[src/rtl/lockdown_pkg.sv]
package lockdown_pkg;

    localparam int REG_W    = 32;
    localparam int NUM_DOM  = 2;
    localparam int PEND_POS = 1;
    localparam int OVR_POS  = 8;

    typedef enum logic [1:0] {
        PRV_NONSEC = 2'd0,
        PRV_RSVD   = 2'd1,
        PRV_LIGHT  = 2'd2,
        PRV_TOP    = 2'd3
    } priv_e;

    typedef struct packed {
        logic en;
        logic exit_req;
        logic hist;
    } dom_state_t;

    function automatic int en_pos(input int dom);
        return (dom == 0) ? 0 : 4;
    endfunction

    function automatic int hist_pos(input int dom);
        return (dom == 0) ? 2 : 6;
    endfunction

endpackage

[src/rtl/lockdown_domain.sv]
module lockdown_domain
    import lockdown_pkg::*;
(
    input  logic       clk,
    input  logic       rst,
    input  logic       wr_ctl,
    input  logic       top_priv,
    input  logic       wr_bit,
    output dom_state_t st
);

    logic en_next;
    logic req_next;

    always_comb begin
        en_next  = st.en;
        req_next = st.exit_req;
        if (wr_ctl) begin
            if (top_priv) begin
                en_next  = wr_bit & ~st.exit_req;
                req_next = 1'b0;
            end else begin
                en_next  = st.en | wr_bit;
                req_next = st.exit_req | (st.en & ~wr_bit);
            end
        end
    end

    always_ff @(posedge clk) begin
        if (rst) begin
            st <= '0;
        end else begin
            st.en       <= en_next;
            st.exit_req <= req_next;
            st.hist     <= st.hist | en_next;
        end
    end

    p_hist_sticky_r6: assert property (@(posedge clk) disable iff (rst)
        st.hist |=> st.hist);
    p_hist_follow_r6: assert property (@(posedge clk) disable iff (rst)
        st.en |-> st.hist);
    p_low_keep_r4: assert property (@(posedge clk) disable iff (rst)
        (wr_ctl && !top_priv && st.en) |=> st.en);
    p_low_flag_r4: assert property (@(posedge clk) disable iff (rst)
        (wr_ctl && !top_priv && st.en && !wr_bit) |=> st.exit_req);
    p_exit_done_r5: assert property (@(posedge clk) disable iff (rst)
        (wr_ctl && top_priv && st.exit_req) |=> !st.en);

endmodule

[src/rtl/lockdown_override.sv]
module lockdown_override (
    input  logic clk,
    input  logic rst,
    input  logic wr_ovr,
    input  logic dbg,
    input  logic wr_bit,
    output logic ovr
);

    always_ff @(posedge clk) begin
        if (rst)
            ovr <= 1'b0;
        else if (wr_ovr)
            ovr <= dbg ? wr_bit : (ovr & wr_bit);
    end

    p_ovr_guard_r7: assert property (@(posedge clk) disable iff (rst)
        (!ovr && !(wr_ovr && dbg)) |=> !ovr);

endmodule

[src/rtl/lockdown_ctrl.sv]
module lockdown_ctrl
    import lockdown_pkg::*;
(
    input  logic             clk,
    input  logic             rst,
    input  logic             wr_en,
    input  logic             wr_sel,
    input  logic [REG_W-1:0] wr_data,
    input  logic [1:0]       priv,
    input  logic             dbg_mode,
    input  logic             rd_sel,
    output logic [REG_W-1:0] rd_data,
    output logic             mem_lock,
    output logic             crypto_lock
);

    dom_state_t       st [NUM_DOM];
    logic             wr_ctl;
    logic             top_priv;
    logic             pending;
    logic             ovr;
    logic [REG_W-1:0] ctl_img;
    logic [REG_W-1:0] ovr_img;

    assign wr_ctl   = wr_en & ~wr_sel;
    assign top_priv = (priv_e'(priv) == PRV_TOP);

    for (genvar d = 0; d < NUM_DOM; d++) begin : g_dom
        localparam int EP = en_pos(d);
        lockdown_domain u_dom (
            .clk      (clk),
            .rst      (rst),
            .wr_ctl   (wr_ctl),
            .top_priv (top_priv),
            .wr_bit   (wr_data[EP]),
            .st       (st[d])
        );
    end

    lockdown_override u_ovr (
        .clk    (clk),
        .rst    (rst),
        .wr_ovr (wr_en & wr_sel),
        .dbg    (dbg_mode),
        .wr_bit (wr_data[OVR_POS]),
        .ovr    (ovr)
    );

    always_comb begin
        pending = 1'b0;
        ctl_img = '0;
        for (int d = 0; d < NUM_DOM; d++) begin
            pending              = pending | st[d].exit_req;
            ctl_img[en_pos(d)]   = st[d].en;
            ctl_img[hist_pos(d)] = st[d].hist;
        end
        ctl_img[PEND_POS] = pending;
        ovr_img           = '0;
        ovr_img[OVR_POS]  = ovr;
    end

    assign rd_data     = rd_sel ? ovr_img : ctl_img;
    assign mem_lock    = st[0].en;
    assign crypto_lock = st[1].en & ~ovr;

    p_pend_clear_r3: assert property (@(posedge clk) disable iff (rst)
        (wr_ctl && top_priv) |=> !pending);
    p_lock_ovr_r8: assert property (@(posedge clk) disable iff (rst)
        ovr |-> !crypto_lock);
    p_set_free_r2: assert property (@(posedge clk) disable iff (rst)
        (wr_ctl && wr_data[0] && !(top_priv && st[0].exit_req)) |=> mem_lock);

endmodule

[config.mk]
export PLATFORM = sky130hd
export DESIGN_NAME = lockdown_ctrl
export DESIGN_NICKNAME = d
export VERILOG_FILES = /design/src/rtl/lockdown_pkg.sv /design/src/rtl/lockdown_domain.sv /design/src/rtl/lockdown_override.sv /design/src/rtl/lockdown_ctrl.sv
export SDC_FILE = /design/constraint.sdc
export NUM_CORES = 1
export LEC_CHECK = 0
export ABC_AREA = 0
export BUFFER_PORTS_ARGS = -buffer_cell sky130_fd_sc_hd__buf_2
export CORE_MARGIN = 4
export CORE_UTILIZATION = 32
export DETAILED_ROUTE_END_ITERATION = 6
export PLACE_DENSITY_LB_ADDON = 0.2
export SYNTH_ARGS = -nofsm -noshare
export SYNTH_HDL_FRONTEND = slang
export SYNTH_SLANG_ARGS = --single-unit
export TNS_END_PERCENT = 10
[constraint.sdc]
create_clock -name clk -period 2.9 [get_ports clk]
set_input_delay 0.145 -clock clk [delete_from_list [all_inputs] [get_ports clk]]
set_output_delay 0.145 -clock clk [all_outputs]
set_load 0.02 [all_outputs]
==> results.md <==
* Vias at 397
* CTS Buffer Depth at 2
* Crit. End Element: primary output
* Commonest cells post-synth: buf_4, dfxtp_1, nor2b_1
* Yosys top cell area share at 0.359
* Crit-path cells: nor2b_1, buf_2
* Power share of the clock group at 0.335
* Vias in the first global route at 370
* Switching power total at 0.0891 mW
* Largest area contributor in the netlist: buf_4
* Die area at 2420 µm²
* Area Overhead vs Synth at 6.44%
* Tot Pwr at 0.262 mW
* Sw Share at 0.340
* Reg power frac at 0.403
* Clock latency on the worst-skew pair at 0.24 ns
* Mapped Cells at 62
* Pwr/cell area at 452 nW/µm²
* Top-count cell post-synth: buf_4
* Min-delay worst type: input port to flip-flop
* Slowest CP cell: dfxtp_1
* Rows at 14
* DR iter-0 viols at 6
* Setup crit start kind: flip-flop
* EDFF count, synth at 0
* CTS tree: built
* I/O Buffers at 18
* Seq/Total Area, Yosys at 0.257
* Netlist cell types at 19
* Antenna violations before repair at 0
* Leakage at 0.333 nW
* Clock root cell: clkbuf_4
* Worst-path maximum fanout at 5
* Post-Route WL at 944 µm
* Clock Pin Slew Worst Setup and Hold Paths at 0.05 ns
* Post-layout util at 0.372
* 1st-pass router iterations at 4
* Post-synthesis register bit count at 7
* Ys async rst share at 0
* Vias/cell at 4.01
* Syn Area/Cell at 8.78 µm²
* Largest net degree at the start of global routing at 7
* Total track usage at 0.0883
* DPL Wire Length at 814 µm
* Final TNS setup at 0 ns
* RSZ-0062 raised after global routing: no
* Total setup buffers inserted after CTS at 0
* CTS Hold Bufs at 0
* Clock sinks at 7
* First-pass GRT wire length at 1640 µm
* Critical path class: flip-flop to primary output
* CTS buffer count at 3
* Final Max Slew Viols at 0
* Diode count at 0
* Period utilisation layout at 0.371
* Net count, final at 124
* Htree depth at 1
* # setup viols final at 0
* Layout cells sized above 1 at 0.325
* Warnings, synthesis at 0
* Combinational power share at 0.262
* Drt wl/cell at 9.54 µm
* Final Hold Vio Count at 0
* Critical path required time at 2.76 ns
* Mapped Area at 544 µm²
* Resized Gates After CTS at 0
* Arrival time worst endpoint at 0.93 ns
* Starting Density at 0.349
* Antenna viol nets, final at 0
* Routability cong. at 0.635
* Num ports at 74
* Remaining DRCs at 0
* Period minus WS final at 1.08 ns
* Max Cap Violations at 0
* Top_reg_cell synth: dfxtp_1
* Peak supply drop at 0.000193 V
* Gr ovfl total at 0
* Chip width at 49.2 µm
* CORE AREA at 1560 µm²
* Die height at 49.2 µm
* Internal Pwr Total at 0.173 mW
* Worst hold slack at 0.151 ns
* Max Clock Freq at 0.928 GHz
* Final Skew at 0.0000905 ns
* Synth top area cells: buf_4, dfxtp_1, nor2b_1
* CP peak stage delay at 0.38 ns
* Outcome: completed
placed cells by master (no fill, tap or decap):
cell type,instances
buf_2,18
nor3_1,1
dfxtp_1,7
nor2b_1,5
nand2_1,1
a21o_2,2
nand3_1,2
a31oi_1,1
clkbuf_4,3
nor2b_4,1
o21a_1,2
a31oi_4,1
and3_1,2
a221o_1,2
and2_1,1
inv_1,1
clkbuf_1,1
and3b_2,2
nor2_1,3
nor3b_1,1
conb_1,26
routing by layer:
layer | vias to the layer above | part of all wire | track usage
li1 | 201 | - | -
met5 | - | 0 | 0
met1 | 173 | 0.41 | 0.0934
met2 | 23 | 0.48 | 0.141
met4 | 0 | 0 | 0.0569
met3 | 0 | 0.11 | 0.0398
registers in the layout (all words and copies together) (netlist names):
| signal | cells |
|---|---|
| g_dom.u_dom.st | 6 |
| u_ovr.ovr | 1 |
through the flow:
stage	instance area, µm²	setup WS (ns)	instances
final	579	1.82	99
after detailed placement	553	1.90	95
after global placement	553	1.91	95
after global routing	579	1.71	99
after CTS	579	1.80	99
after floorplan	638	1.92	87
critical path: cells and delay by family (launching register included):
family        cells  cell delay, ns
buf+inv           1            0.16
flops             1            0.38
simple gates      1            0.14
power by group through the flow:
| stage | Sequential [mW] | Clock [mW] | Combinational (mW) |
|---|---|---|---|
| 5_1_grt | 0.107 | 0.0979 | 0.0746 |
| 3_5_place_dp | 0.108 | 0 | 0.0680 |
| 2_1_floorplan | 0.108 | 0 | 0.0766 |
| 4_1_cts | 0.106 | 0.0918 | 0.0681 |
| 3_3_place_gp | 0.108 | 0 | 0.0678 |
| 6_report | 0.106 | 0.0878 | 0.0685 |
cells by family (layout without fill, tap and decap cells):
kind of cell / count (synthesis) / after routing / synth area share
AO/OA/AOI/OAI: 8 / 8 / 0.147
flip-flops: 7 / 7 / 0.257
buffers and inverters: 27 / 23 / 0.366
other: 1 / 26 / 0.00689
AND/OR/NAND/NOR: 19 / 19 / 0.223
area by class of cell:
cell class / instances / area [µm²]
clock buffers: 4 / 26.3
inverters: 1 / 3.75
flip-flops and latches: 7 / 140
well taps: 16 / 20.0
fillers: 182 / 980
multi-input cells: 53 / 299
repair buffers: 18 / 90.1
final timing paths:
check	depth (start not counted)	from	to	slack (ns)
setup / recovery	2	g_dom[1].u_dom.st[2]	crypto_lock	1.82
hold / removal	2	rst	u_ovr.ovr	0.15
setup reg to reg	3	g_dom[1].u_dom.st[1]	g_dom[1].u_dom.st[0]	1.90
hold reg to reg	1	g_dom[0].u_dom.st[0]	g_dom[0].u_dom.st[0]	0.48
Power figures use the tool's default switching activity.
